**config.mk**
```make
export PLATFORM = sky130hd
export DESIGN_NAME = spi_host_ctrl
export DESIGN_NICKNAME = d
export VERILOG_FILES = /design/src/rtl/spi_host_pkg.sv /design/src/rtl/spi_half_tick.sv /design/src/rtl/spi_bit_engine.sv /design/src/rtl/spi_host_ctrl.sv
export SDC_FILE = /design/constraint.sdc
export NUM_CORES = 1
export LEC_CHECK = 0
export ABC_AREA = 1
export BUFFER_PORTS_ARGS = -buffer_cell sky130_fd_sc_hd__clkbuf_2
export CORE_UTILIZATION = 44
export CTS_CLUSTER_DIAMETER = 100
export DETAILED_ROUTE_END_ITERATION = 6
export PLACE_DENSITY = 0.75
export RECOVER_POWER = 50
export SYNTH_ARGS = -nofsm -noshare
export SYNTH_HDL_FRONTEND = slang
export SYNTH_SLANG_ARGS = --single-unit
```
**constraint.sdc**
```tcl
create_clock -name clk -period 2.2 [get_ports clk]
set_clock_uncertainty 0.2 [all_clocks]
set_input_delay 0.66 -clock clk [delete_from_list [all_inputs] [get_ports clk]]
set_output_delay 0.66 -clock clk [all_outputs]
set_load 0.05 [all_outputs]
```
**src/rtl/spi_host_pkg.sv**
```systemverilog
package spi_host_pkg;

   // Framing options handed from the host side to the shift engine
   typedef struct packed {
      logic cpha;
      logic lsb_first;
      logic short_char;
      logic loop_en;
   } spi_fmt_t;

endpackage

```
**src/rtl/spi_half_tick.sv**
```systemverilog
module spi_half_tick #(
   parameter int DIV_W = 16
) (
   input  logic             clk,
   input  logic             rst_n,
   input  logic             en,
   input  logic [DIV_W-1:0] div_val,
   output logic             tick
);

   logic [DIV_W-1:0] cnt;
   logic             wrap;

   assign wrap = (cnt == div_val - DIV_W'(1));
   assign tick = en && wrap;

   always_ff @(posedge clk or negedge rst_n) begin
      if (!rst_n)
         cnt <= '0;
      else if (!en || wrap)
         cnt <= '0;
      else
         cnt <= cnt + DIV_W'(1);
   end

endmodule

```
**src/rtl/spi_bit_engine.sv**
```systemverilog
module spi_bit_engine
   import spi_host_pkg::*;
#(
   parameter int DATA_W = 8
) (
   input  logic              clk,
   input  logic              rst_n,
   input  logic              hold,
   input  spi_fmt_t          fmt,
   input  logic              tick,
   input  logic              load,
   input  logic [DATA_W-1:0] load_data,
   input  logic              miso,
   output logic              busy,
   output logic              sclk_raw,
   output logic              mosi_bit,
   output logic              done,
   output logic [DATA_W-1:0] done_data
);

   localparam int EDGE_W   = $clog2(2 * DATA_W) + 1;
   localparam int LAST_FUL = 2 * DATA_W - 1;
   localparam int LAST_SHT = 2 * DATA_W - 3;

   logic [EDGE_W-1:0] edge_cnt;
   logic [EDGE_W-1:0] last_edge;
   logic [DATA_W-1:0] out_sr, in_sr, in_nxt;
   logic [DATA_W-1:0] ld_rev, in_rev, load_vec;
   logic              sclk_q, cap, shf, rx_in;

   // Mirror images used for least-significant-first framing
   for (genvar gi = 0; gi < DATA_W; gi++) begin : g_rev
      assign ld_rev[gi] = load_data[DATA_W-1-gi];
      assign in_rev[gi] = in_nxt[DATA_W-1-gi];
   end

   assign last_edge = fmt.short_char ? EDGE_W'(LAST_SHT) : EDGE_W'(LAST_FUL);

   // Capture on the leading edge for phase 0, trailing edge for phase 1;
   // the outgoing bit advances on the edge that follows a capture.
   assign cap = (edge_cnt[0] == fmt.cpha);
   assign shf = !cap && (edge_cnt != '0);

   assign mosi_bit = busy ? out_sr[DATA_W-1] : 1'b0;
   assign rx_in    = fmt.loop_en ? mosi_bit : miso;
   assign in_nxt   = cap ? {in_sr[DATA_W-2:0], rx_in} : in_sr;
   assign done     = busy && tick && (edge_cnt == last_edge);
   assign sclk_raw = sclk_q;

   always_comb begin
      if (!fmt.lsb_first)
         done_data = in_nxt;
      else if (fmt.short_char)
         done_data = in_rev >> 1;
      else
         done_data = in_rev;
   end

   always_comb begin
      if (fmt.lsb_first)
         load_vec = ld_rev;
      else if (fmt.short_char)
         load_vec = load_data << 1;
      else
         load_vec = load_data;
   end

   always_ff @(posedge clk or negedge rst_n) begin
      if (!rst_n) begin
         busy     <= 1'b0;
         sclk_q   <= 1'b0;
         edge_cnt <= '0;
         out_sr   <= '0;
         in_sr    <= '0;
      end else if (hold) begin
         busy     <= 1'b0;
         sclk_q   <= 1'b0;
         edge_cnt <= '0;
         out_sr   <= '0;
         in_sr    <= '0;
      end else if (load) begin
         busy     <= 1'b1;
         sclk_q   <= 1'b0;
         edge_cnt <= '0;
         out_sr   <= load_vec;
         in_sr    <= '0;
      end else if (busy && tick) begin
         sclk_q   <= ~sclk_q;
         edge_cnt <= edge_cnt + EDGE_W'(1);
         in_sr    <= in_nxt;
         if (shf)
            out_sr <= {out_sr[DATA_W-2:0], 1'b0};
         if (done)
            busy <= 1'b0;
      end
   end

endmodule

```
**src/rtl/spi_host_ctrl.sv**
```systemverilog
module spi_host_ctrl
   import spi_host_pkg::*;
#(
   parameter int DATA_W = 8,
   parameter int DIV_W  = 16
) (
   input  logic                 clk,
   input  logic                 rst_n,
   input  logic                 cfg_hold,
   input  logic                 cfg_cpol,
   input  logic                 cfg_cpha,
   input  logic                 cfg_lsb_first,
   input  logic                 cfg_seven,
   input  logic                 cfg_loop,
   input  logic [DIV_W/2-1:0]   cfg_div_lo,
   input  logic [DIV_W/2-1:0]   cfg_div_hi,
   input  logic                 tx_wr,
   input  logic [DATA_W-1:0]    tx_data,
   output logic                 tx_ready,
   input  logic                 rx_rd,
   output logic [DATA_W-1:0]    rx_data,
   output logic                 rx_done,
   output logic                 rx_overrun,
   output logic                 sclk,
   output logic                 mosi,
   input  logic                 miso,
   output logic                 cs_n
);

   if (DATA_W < 2) begin : g_bad_data
      $error("spi_host_ctrl: DATA_W must be at least 2");
   end
   if ((DIV_W < 2) || (DIV_W % 2 != 0)) begin : g_bad_div
      $error("spi_host_ctrl: DIV_W must be even and at least 2");
   end

   spi_fmt_t          fmt;
   logic [DIV_W-1:0]  div_raw, eff_div;
   logic              tick, load;
   logic              eng_busy, eng_sclk, eng_mosi, eng_done;
   logic [DATA_W-1:0] eng_data;
   logic [DATA_W-1:0] tx_buf, rx_buf;
   logic              buf_full, done_q, ovr_q;

   assign fmt     = '{cpha: cfg_cpha, lsb_first: cfg_lsb_first,
                      short_char: cfg_seven, loop_en: cfg_loop};
   assign div_raw = {cfg_div_hi, cfg_div_lo};
   assign eff_div = (div_raw == '0) ? DIV_W'(1) : div_raw;
   assign load    = buf_full && !cfg_hold && (!eng_busy || eng_done);

   spi_half_tick #(.DIV_W(DIV_W)) u_tick (
      .clk     (clk),
      .rst_n   (rst_n),
      .en      (eng_busy && !cfg_hold),
      .div_val (eff_div),
      .tick    (tick)
   );

   spi_bit_engine #(.DATA_W(DATA_W)) u_eng (
      .clk       (clk),
      .rst_n     (rst_n),
      .hold      (cfg_hold),
      .fmt       (fmt),
      .tick      (tick),
      .load      (load),
      .load_data (tx_buf),
      .miso      (miso),
      .busy      (eng_busy),
      .sclk_raw  (eng_sclk),
      .mosi_bit  (eng_mosi),
      .done      (eng_done),
      .done_data (eng_data)
   );

   always_ff @(posedge clk or negedge rst_n) begin
      if (!rst_n) begin
         buf_full <= 1'b0;
         tx_buf   <= '0;
         rx_buf   <= '0;
         done_q   <= 1'b0;
         ovr_q    <= 1'b0;
      end else if (cfg_hold) begin
         buf_full <= 1'b0;
         tx_buf   <= '0;
         rx_buf   <= '0;
         done_q   <= 1'b0;
         ovr_q    <= 1'b0;
      end else begin
         if (tx_wr) begin
            tx_buf   <= tx_data;
            buf_full <= 1'b1;
         end else if (load) begin
            buf_full <= 1'b0;
         end

         if (eng_done) begin
            rx_buf <= eng_data;
            done_q <= 1'b1;
         end else if (rx_rd) begin
            done_q <= 1'b0;
         end

         if (rx_rd)
            ovr_q <= 1'b0;
         else if (eng_done && done_q)
            ovr_q <= 1'b1;
      end
   end

   assign tx_ready   = !buf_full;
   assign rx_data    = rx_buf;
   assign rx_done    = done_q;
   assign rx_overrun = ovr_q;
   assign sclk       = eng_sclk ^ cfg_cpol;
   assign mosi       = eng_mosi;
   assign cs_n       = !eng_busy;

endmodule

```
==> flow_summary_export.csv, run 1 <==
group,metric,value,unit
route,dr.first_iter.drc_count,171,
sta,worstMarginPinSlew,1.441,ns
setup_path,crit_arrival,3.03,ns
floorplanning,start_util,0.4598,
synthesis,synth_top_area_share,0.3785,
sta,fmax,0.3330,GHz
clock_tree,clockRootBuffer,"clkbuf_8",
place,routabilityCongestion,0.8774,
sta,post-route-period-util,1.365,
finish,fill_cells,727,
finish,fin_cells,762,
synthesis,synth.cells.most_frequent,"nand2_1 (127), inv_1 (70), dfrtp_1 (58), nand3_1 (49), nor2_1 (44)",
synthesis,syn_avg_cell_area,7.249,um2
setup_path,crit_path_start,"cfg_div_hi[2]",
clock_tree,clkTransAtPathRegs,0.07,ns
finish,areaGrowthSynthToFinish,37.06,%
floorplanning,die_h,95.36,um
synthesis,yosysMostFrequentCell,"nand2_1",
floorplanning,io_pins,49,
global_route,grt_pass1_vias,3820,
pwr,p_leak,2.616,nW
place,portBuffers,48,
hold_path,hp-start,"u_tick.cnt[0]",
finish,drive_gt1_frac,0.3135,
synthesis,yosysWarnings,0,
route,drcViolationCount,0,
synthesis,synth_area_leaders,"dfrtp_1 (38%), nand2_1 (12%), inv_1 (6.9%)",
floorplanning,core,8341,um2
floorplanning,die_w,95.36,um
synthesis,synthArstFlopShare,1.000,
place,hpwl,6801,um
place,post-place-cells,736,
hold_path,holdCritPathClass,"reg -> reg",
clock_tree,cts.sinks,58,
setup_path,end_kind,"register",
synthesis,synth_cell_type_count,41,
global_route,antenna_found_initial,0,
status,violations,"setup timing",
global_route,grt_pass1_wl,16290,um
sta,worst_slack,-0.8032,ns
global_route,grt_max_degree,59,
global_route,grt_overflow,0,
pwr,p_total,2.615,mW
floorplanning,dieArea,9094,um2
pwr,ir_worst_vdd,454.4,uV
pwr,pwr_density_cell,497.5,nW/um2
sta,rsz0062_at_grt,"yes",
route,antenna_left,0,
clock_tree,numCtsBuffers,9,
clock_tree,htreeDepth,3,
clock_tree,worstSkewPairLatency,0.33,ns
synthesis,synth-seq-cells,58,
synthesis,synth.largest_area_cell,"dfrtp_1",
clock_tree,holdBufCountCts,0,
finish,fin_nets,691,
setup_path,cp.required,2.23,ns
sta,slew_violations,0,
setup_path,r2r-start,"u_tick.cnt[0]",
setup_path,path_max_fanout,7,
sta,tns,-32.17,ns
place,placed_area,4757,um2
route,vias_per_cell,5.218,
status,status,"finished, violations left",
sta,finalHoldViolations,0,
finish,post-route-util,0.6302,
global_route,track_usage,0.2291,
flow_run,maxCapViolations,0,
route,firstDrtPassIters,4,
finish,final_cell_area,5256,um2
finish,n_antenna_cell,0,
clock_tree,cts.path.max_buffers,2,
sta,relSlewSlack,0.03962,
route,routed_wl,9807,um
synthesis,syn_area,3835,um2
synthesis,ys_seq_area_frac,0.3785,
setup_path,worstSetupPathType,"in -> reg",
synthesis,syn_inst,529,
sta,fin_crit,3.003,ns
floorplanning,rows,33,
sta,setup_violations,50,
synthesis,synth-edff-count,0,
setup_path,start_kind,"primary input",
route,vias,3976,
synthesis,ys.flop_type,"dfrtp_1",
clock_tree,tritoncts,"built",
route,wl_per_cell,12.87,um
synthesis,synthesis.nets,568,
-- per-layer routing --
layer	up-vias	track usage	part of all wire
met5	-	0	0
met4	0	0.1035	0.028
met3	25	0.04067	0.050
met2	123	0.4101	0.50
met1	1866	0.2645	0.42
li1	1962	-	-
-- power breakdown --
part / switching [mW] / leakage (nW) / total (mW) / internal, mW
combinational: 0.247 / 1.71 / 0.427 / 0.180
clock: 0.419 / 0.109 / 1.08 / 0.665
sequential: 0.0142 / 0.794 / 1.10 / 1.09
-- stage by stage --
step,setup WS [ns],hold slack [ns]
after floorplan,-0.9308,0.1644
after global placement,-1.040,0.2787
after detailed placement,-1.180,0.2823
after CTS,-0.7161,0.1400
after global routing,-0.9970,0.3209
final,-0.8032,0.2896
-- registers in the layout, indices dropped and copies added, names as in the netlist --
| register | cells |
|---|---|
| rx_overrun | 1 |
| rx_data | 8 |
| u_eng.busy | 1 |
| rx_done | 1 |
| buf_full | 1 |
| u_eng.sclk_raw | 1 |
| tx_buf | 8 |
| u_tick.cnt | 16 |
| u_eng.in_sr | 8 |
| u_eng.edge_cnt | 5 |
| u_eng.out_sr | 8 |
-- worst max-delay path, cell delays in order --
cell,delay [ns]
clkbuf_2,0.12
nor2_4,0.13
nand2_2,0.08
nor2_4,0.11
nand2_4,0.07
nand2_4,0.09
inv_4,0.05
ha_4,0.17
nand2_4,0.10
inv_1,0.06
nand3_1,0.10
nand2_1,0.06
nand2_1,0.06
nand2_1,0.06
nor2_2,0.13
nand3_2,0.10
nor2_4,0.17
nand4_4,0.13
nand2_4,0.12
nand2_8,0.08
buf_12,0.15
nand3_1,0.07
nand2_1,0.05
nand2_1,0.06
inv_1,0.04
-- layout by cell type (no fill, tap or decap), types with 3 or more instances in the layout --
cell type    n
a21oi_1     13
buf_12       4
buf_4       74
buf_6        4
clkbuf_2    44
clkbuf_8    10
dfrtp_1     58
ha_1         3
inv_1       70
nand2_1    122
nand2_2      5
nand2_4      7
nand3_1     44
nand3_2      6
nand4_1     18
nor2_1      38
nor2_2       9
nor2_4      10
nor3_1       5
nor3b_1      9
o21ai_0     30
o21ai_1      3
o22ai_1      6
o31ai_1      3
o41ai_2      3
or2_2        5
xnor2_1      6
xor2_1       9
xor2_2       4
-- path summary, 6_finish.rpt --
kind / to / slack, ns / cells after the start
setup / recovery: u_eng.out_sr[5] / -0.80 / 25
hold / removal: u_tick.cnt[0] / 0.29 / 1
setup reg to reg: u_tick.cnt[15] / -0.13 / 13
hold reg to reg: u_tick.cnt[0] / 0.29 / 1
max in group asynchronous: u_tick.cnt[5] / 0.38 / 2
min in group asynchronous: tx_buf[4] / 0.55 / 2
-- cells by family after synthesis --
group	share of synthesized area
AOI/OAI and AO/OA	0.1011
xor gates and xnor gates	0.05155
and+or+nand+nor	0.3612
buffers and inverters	0.09462
DFF	0.3785
adders and majority gates	0.01305
-- final cells by class --
type / instances / area [um2] / area share
clock buffers: 11 / 141.4 / 0.02690
clock inverters: 5 / 77.57 / 0.01476
inverters: 74 / 287.8 / 0.05475
multi-input cells: 380 / 2221 / 0.4225
flip-flops and latches: 58 / 1451 / 0.2761
well taps: 105 / 131.4 / 0.02499
repair buffers: 129 / 945.9 / 0.1800
-- repair_timing --
action,in CTS,in global routing
endpoints found under the setup margin,50,51
pin swaps,10,22
resized for setup,16,36
hold endpoints to repair,0,0
setup buffers,5,4
cloned,0,1
Power figures use the tool's default switching activity.
==> inputs of run 2 (changes only) <==
--- a/config.mk
+++ b/config.mk
@@ -10,7 +10,7 @@
 export CORE_UTILIZATION = 44
 export CTS_CLUSTER_DIAMETER = 100
 export DETAILED_ROUTE_END_ITERATION = 6
-export PLACE_DENSITY = 0.75
+export PLACE_DENSITY = 0.63
 export RECOVER_POWER = 50
 export SYNTH_ARGS = -nofsm -noshare
 export SYNTH_HDL_FRONTEND = slang
==> run 2 against run 1 <==
The run still ends with setup timing left. Sequential power is essentially flat. Combinational power grew 1%. Final area about the same. Total power decreased by 2.4%. Non-clock buffer count down 2. Critical path type unchanged. Hold slack improved by 0.026 ns. Largest cell class unchanged. Sequential share of layout area about the same. Setup slack improved by 0.13 ns. Die area stayed put. Sequential cell count is the same. First-iteration DRC count increased by 16%.
==> flow_summary_export.csv, run 2 (synthesis results as in run 1) <==
group,metric,value,unit
clock_tree,htreeDepth,3,
finish,n_antenna_cell,0,
sta,relSlewSlack,0.03896,
pwr,p_leak,2.614,nW
finish,final_common_cell,"nand2_1",
clock_tree,worstSkewPairLatency,0.34,ns
floorplanning,io_pins,49,
setup_path,start_kind,"primary input",
pwr,pwr_density_cell,485.1,nW/um2
finish,most-common-layout-cells,"nand2_1 (123), inv_1 (70), buf_4 (67)",
place,hpwl,6894,um
floorplanning,start_util,0.4598,
sta,slew_violations,0,
setup_path,worstSetupPathType,"in -> reg",
floorplanning,die_w,95.36,um
pwr,p_total,2.552,mW
sta,tns,-30.35,ns
floorplanning,core,8341,um2
place,portBuffers,48,
route,drcViolationCount,0,
sta,post-route-period-util,1.305,
clock_tree,clockRootBuffer,"clkbuf_8",
hold_path,holdCritPathClass,"reg -> reg",
setup_path,cp.required,2.22,ns
sta,worstMarginPinSlew,1.442,ns
pwr,ir_worst_vdd,379.3,uV
sta,rsz0062_at_grt,"yes",
flow_run,maxCapViolations,0,
route,routed_wl,9714,um
global_route,grt_overflow,0,
finish,largest_reg_flops,16,
sta,fmax,0.3482,GHz
clock_tree,clkTransAtPathRegs,0.07,ns
place,post-place-cells,737,
global_route,track_usage,0.2304,
finish,multi_input_area,2232,um2
global_route,grt_max_degree,59,
route,firstDrtPassIters,5,
finish,post-route-util,0.6307,
sta,setup_violations,50,
clock_tree,cts.path.max_buffers,2,
global_route,grt_pass1_vias,3695,
clock_tree,holdBufCountCts,0,
clock_tree,cts.sinks,58,
global_route,antenna_found_initial,0,
finish,largest_register,"u_tick.cnt",
floorplanning,rows,33,
setup_path,end_kind,"register",
route,vias_per_cell,5.111,
finish,fin_cells,760,
finish,fill_cells,731,
floorplanning,die_h,95.36,um
finish,seq_area,1451,um2
floorplanning,dieArea,9094,um2
route,antenna_left,0,
sta,worst_slack,-0.6720,ns
sta,finalHoldViolations,0,
status,violations,"setup timing",
finish,areaGrowthSynthToFinish,37.16,%
clock_tree,tritoncts,"built",
route,vias,3884,
sta,fin_crit,2.872,ns
route,dr.first_iter.drc_count,198,
route,wl_per_cell,12.78,um
setup_path,path_max_fanout,11,
clock_tree,numCtsBuffers,9,
finish,fin_nets,690,
place,post-place-ws,-1.153,ns
setup_path,r2r_slack,-0.21,ns
finish,drive_gt1_frac,0.3115,
global_route,grt_pass1_wl,16300,um
place,routabilityCongestion,0.8382,
status,status,"finished, violations left",
setup_path,crit_arrival,2.90,ns
[run 2: cell count changes in the layout (fill, tap and decap cells not counted), sizes merged]
| cell | delta |
|---|---|
| nand2 | +1 |
| clkinvlp | -1 |
| bufinv | -1 |
| clkbuf | +2 |
| clkinv | -1 |
| buf | -2 |
[run 2: through the flow]
stage / area (um2) / hold WS [ns]
after floorplan: 3887 / 0.1644
after global placement: 4752 / 0.3032
after detailed placement: 4752 / 0.3013
after CTS: 5121 / 0.1349
after global routing: 5260 / 0.3427
final: 5260 / 0.3158
[run 2: power breakdown]
group | switching [mW] | total, mW | internal (mW)
Sequential | 0.0132 | 1.10 | 1.09
Clock | 0.408 | 1.02 | 0.608
Combinational | 0.251 | 0.432 | 0.180
Total | 0.673 | 2.55 | 1.88
[run 2: routing by layer]
layer | part of all wire | vias to the layer above | wire [um] | track usage
met1 | 0.43 | 1810 | 4222 | 0.2718
met2 | 0.51 | 89 | 4927 | 0.4125
met3 | 0.040 | 16 | 389 | 0.03589
met5 | 0 | - | 0 | 0
li1 | - | 1969 | - | -
met4 | 0.018 | 0 | 175 | 0.09722
[run 2: path summary, 6_finish.rpt]
path / end / cells after the start / start
setup / recovery: u_eng.sclk_raw / 23 / cfg_div_lo[3]
hold / removal: rx_overrun / 2 / rx_overrun
setup reg to reg: u_tick.cnt[15] / 13 / u_tick.cnt[1]
hold reg to reg: rx_overrun / 2 / rx_overrun
max in group asynchronous: u_eng.edge_cnt[4] / 2 / rst_n
min in group asynchronous: u_eng.sclk_raw / 2 / rst_n
[run 2: repair_timing]
action	4_1_cts	5_1_grt
resized for setup	25	35
endpoints found under the setup margin	50	50
cloned	1	1
pin swaps	7	21
setup buffers	4	3
[run 2: worst max-delay path: stages]
cell     delay, ns
buf_8         0.10
nor2_4        0.10
nand2_1       0.07
nor2_2        0.14
nand2_4       0.07
nand2_4       0.07
inv_4         0.04
ha_4          0.17
nand2_4       0.09
nor2_2        0.06
nand2_1       0.07
nand2_1       0.08
nand3_1       0.07
nand2_1       0.07
nor3_2        0.17
nand2_1       0.11
nor2_4        0.13
nand2_2       0.09
inv_4         0.09
nand2_4       0.10
buf_12        0.17
xor2_1        0.13
nor2_1        0.05
[run 2: layout make-up]
class | count | area share
Clock buffer | 13 | 0.03211
Clock inverter | 2 | 0.006660
Inverter | 74 | 0.05519
Multi-Input combinational cell | 381 | 0.4244
Sequential cell | 58 | 0.2759
Tap cell | 105 | 0.02498
Timing Repair Buffer | 127 | 0.1808
==> inputs of run 3 (changes only) <==
--- a/config.mk
+++ b/config.mk
@@ -6,11 +6,11 @@
 export NUM_CORES = 1
 export LEC_CHECK = 0
 export ABC_AREA = 1
-export BUFFER_PORTS_ARGS = -buffer_cell sky130_fd_sc_hd__clkbuf_2
 export CORE_UTILIZATION = 44
 export CTS_CLUSTER_DIAMETER = 100
 export DETAILED_ROUTE_END_ITERATION = 6
-export PLACE_DENSITY = 0.63
+export DONT_BUFFER_PORTS = 1
+export PLACE_DENSITY = 0.58
 export RECOVER_POWER = 50
 export SYNTH_ARGS = -nofsm -noshare
 export SYNTH_HDL_FRONTEND = slang
==> run 3 against run 2 <==
Sequential share of layout area is 2.3 points higher. Wire length down 3.9%. Clock power is essentially flat. The run ends with hold timing, setup timing left. Cell count fell by 8.2%. Fmax grew 4.4%. Clock-buffer cell count up 1. Register-to-register slack got worse by 0.02 ns. Hold slack worse by 0.50 ns. Die area unchanged. Final area fell by 7.6%. First-iteration DRC count down 21%. Sequential power about the same.
==> flow_summary_export.csv, run 3 (synthesis results as in run 1) <==
group,metric,value,unit
flow_run,maxCapViolations,0,
pwr,p_seq_frac,0.454,
place,post-place-ws,-1.068,ns
floorplanning,dieArea,9094,um2
clock_tree,clkTransAtPathRegs,0.07,ns
place,placed_area,4372,um2
sta,worst_slack,-0.5522,ns
finish,areaGrowthSynthToFinish,26.69,%
route,routed_wl,9335,um
floorplanning,rows,33,
clock_tree,tritoncts,"built",
sta,fmax,0.3633,GHz
pwr,combPwrFrac,0.132,
pwr,p_leak,2.301,nW
clock_tree,cts.sinks,58,
global_route,grt_overflow,0,
clock_tree,clockRootBuffer,"clkbuf_8",
route,vias_per_cell,5.168,
setup_path,critPathTopFamily,"simple AND/OR/NAND/NOR gates",
clock_tree,numCtsBuffers,9,
floorplanning,die_w,95.36,um
setup_path,crit_arrival,2.78,ns
setup_path,crit_path_top_delay_cell,"nor2_4",
setup_path,path_max_fanout,12,
global_route,use_met3,0.04705,
global_route,grt_util_met1,0.2629,
setup_path,start_kind,"primary input",
pwr,p_int,1.817,mW
setup_path,worstSetupPathType,"in -> reg",
finish,most-common-layout-cells,"nand2_1 (121), inv_1 (69), dfrtp_1 (58)",
setup_path,worst-path-buf-inv,3,
route,wl_per_cell,13.37,um
global_route,grt_max_degree,59,
finish,n_antenna_cell,0,
pwr,p_clk_frac,0.414,
sta,post-route-period-util,1.251,
route,vias,3607,
global_route,top_usage_layer,"met2",
pwr,p_total,2.427,mW
pwr,p_sw_frac,0.2514,
clock_tree,cts.path.max_buffers,2,
floorplanning,die_h,95.36,um
global_route,track_usage,0.2270,
place,routabilityCongestion,0.8309,
route,drcViolationCount,0,
sta,relSlewSlack,0.6635,
finish,drive_gt1_frac,0.2344,
pwr,pwr_density_cell,499.6,nW/um2
pwr,power.switching,0.6101,mW
global_route,met2_usage,0.4060,
finish,largest_reg_flops,16,
global_route,grt_pass1_vias,3572,
finish,final_cell_area,4858,um2
hold_path,holdCritPathClass,"in -> async",
route,firstDrtPassIters,4,
global_route,grt_pass1_wl,15910,um
route,antenna_left,0,
route,dr.first_iter.drc_count,157,
status,status,"finished, violations left",
setup_path,end_kind,"register",
finish,post-route-util,0.5825,
setup_path,max_stage_delay,0.17,ns
sta,finalHoldViolations,58,
setup_path,crit_chain,"nor2_4, nand2_2, nor2_4, nand2_4, nand2_4, inv_4, ha_4, nand2_4, xor2_2, or2_0, nand2_1, nor3_2, nand2_1, nor2_4, nand4_4, nand2_4, nand2_8, buf_12, nand3_2, nand2_1, nand2_1, inv_1",
place,hpwl,6719,um
finish,fin_nets,627,
floorplanning,core,8341,um2
sta,slew_violations,0,
status,violations,"hold timing, setup timing",
sta,setup_violations,50,
global_route,antenna_found_initial,0,
finish,largest_register,"u_tick.cnt",
clock_tree,worstSkewPairLatency,0.34,ns
finish,final_common_cell,"nand2_1",
pwr,ir_worst_vdd,423.8,uV
sta,worstMarginPinSlew,0.5047,ns
place,portBuffers,0,
clock_tree,htreeDepth,3,
floorplanning,start_util,0.4598,
floorplanning,io_pins,49,
sta,rsz0062_at_grt,"yes",
sta,whs,-0.1883,ns
sta,fin_crit,2.752,ns
setup_path,cp.required,2.23,ns
## run 3: cell count changes in the layout (fill, tap and decap cells not counted), moves of 3 or more
cell and change:
clkbuf_2 -44, buf_4 -10, buf_6 -6, nor2_2 -6, nor2_4 +6, nor3b_1 -4
nor3b_2 +4, nand3_1 +3, nand3_2 -3
## run 3: path summary, 6_finish.rpt
kind	slack [ns]	from	cells past startpoint	end
max	-0.55	cfg_div_hi[2]	22	u_eng.out_sr[6]
min	-0.19	rst_n	0	u_eng.in_sr[5]
max reg2reg	-0.23	u_tick.cnt[0]	13	u_tick.cnt[15]
min reg2reg	0.33	u_eng.in_sr[4]	2	u_eng.in_sr[4]
max in group asynchronous	1.88	rst_n	0	u_eng.edge_cnt[1]
min in group clk	0.18	cfg_hold	1	u_eng.busy
## run 3: timing repair
action / in CTS / in global routing
gates cloned: 1 / 0
setup endpoints to repair: 50 / 50
resized for setup: 34 / 14
pin swaps: 14 / 11
endpoints found under the hold margin: 58 / 58
setup buffers: 5 / 5
## run 3: power by group through the flow
stage / clock [mW] / combinational (mW) / sequential, mW
finish: 1.00 / 0.320 / 1.10
global route: 1.07 / 0.357 / 1.11
CTS: 1.03 / 0.312 / 1.10
detailed placement: 0 / 0.284 / 1.12
global placement: 0 / 0.280 / 1.12
floorplan: 0 / 0.212 / 1.12
## run 3: final cells by class
cell class / count / area, um2
clock inverter: 2 / 35.03
timing repair buffer: 65 / 555.5
tap: 105 / 131.4
fill: 763 / 3482
multi-input combinational: 380 / 2232
inverter: 74 / 290.3
sequential: 58 / 1451
clock buffer: 14 / 162.7
## run 3: per-layer routing
| layer | routed length, um | vias up | part of all wire |
|---|---|---|---|
| met5 | 0 | - | 0 |
| li1 | - | 1831 | - |
| met1 | 4095 | 1678 | 0.44 |
| met2 | 4607 | 78 | 0.49 |
| met4 | 219 | 0 | 0.023 |
| met3 | 413 | 20 | 0.044 |
## run 3: per-stage QoR
| stage | instances | hold slack [ns] | setup TNS, ns |
|---|---|---|---|
| after floorplan | 529 | 0.1644 | -37.90 |
| after global placement | 672 | 0.1656 | -40.88 |
| after detailed placement | 672 | 0.1657 | -44.56 |
| after CTS | 694 | -0.2048 | -20.27 |
| after global routing | 698 | -0.2114 | -33.30 |
| final | 698 | -0.1883 | -24.02 |
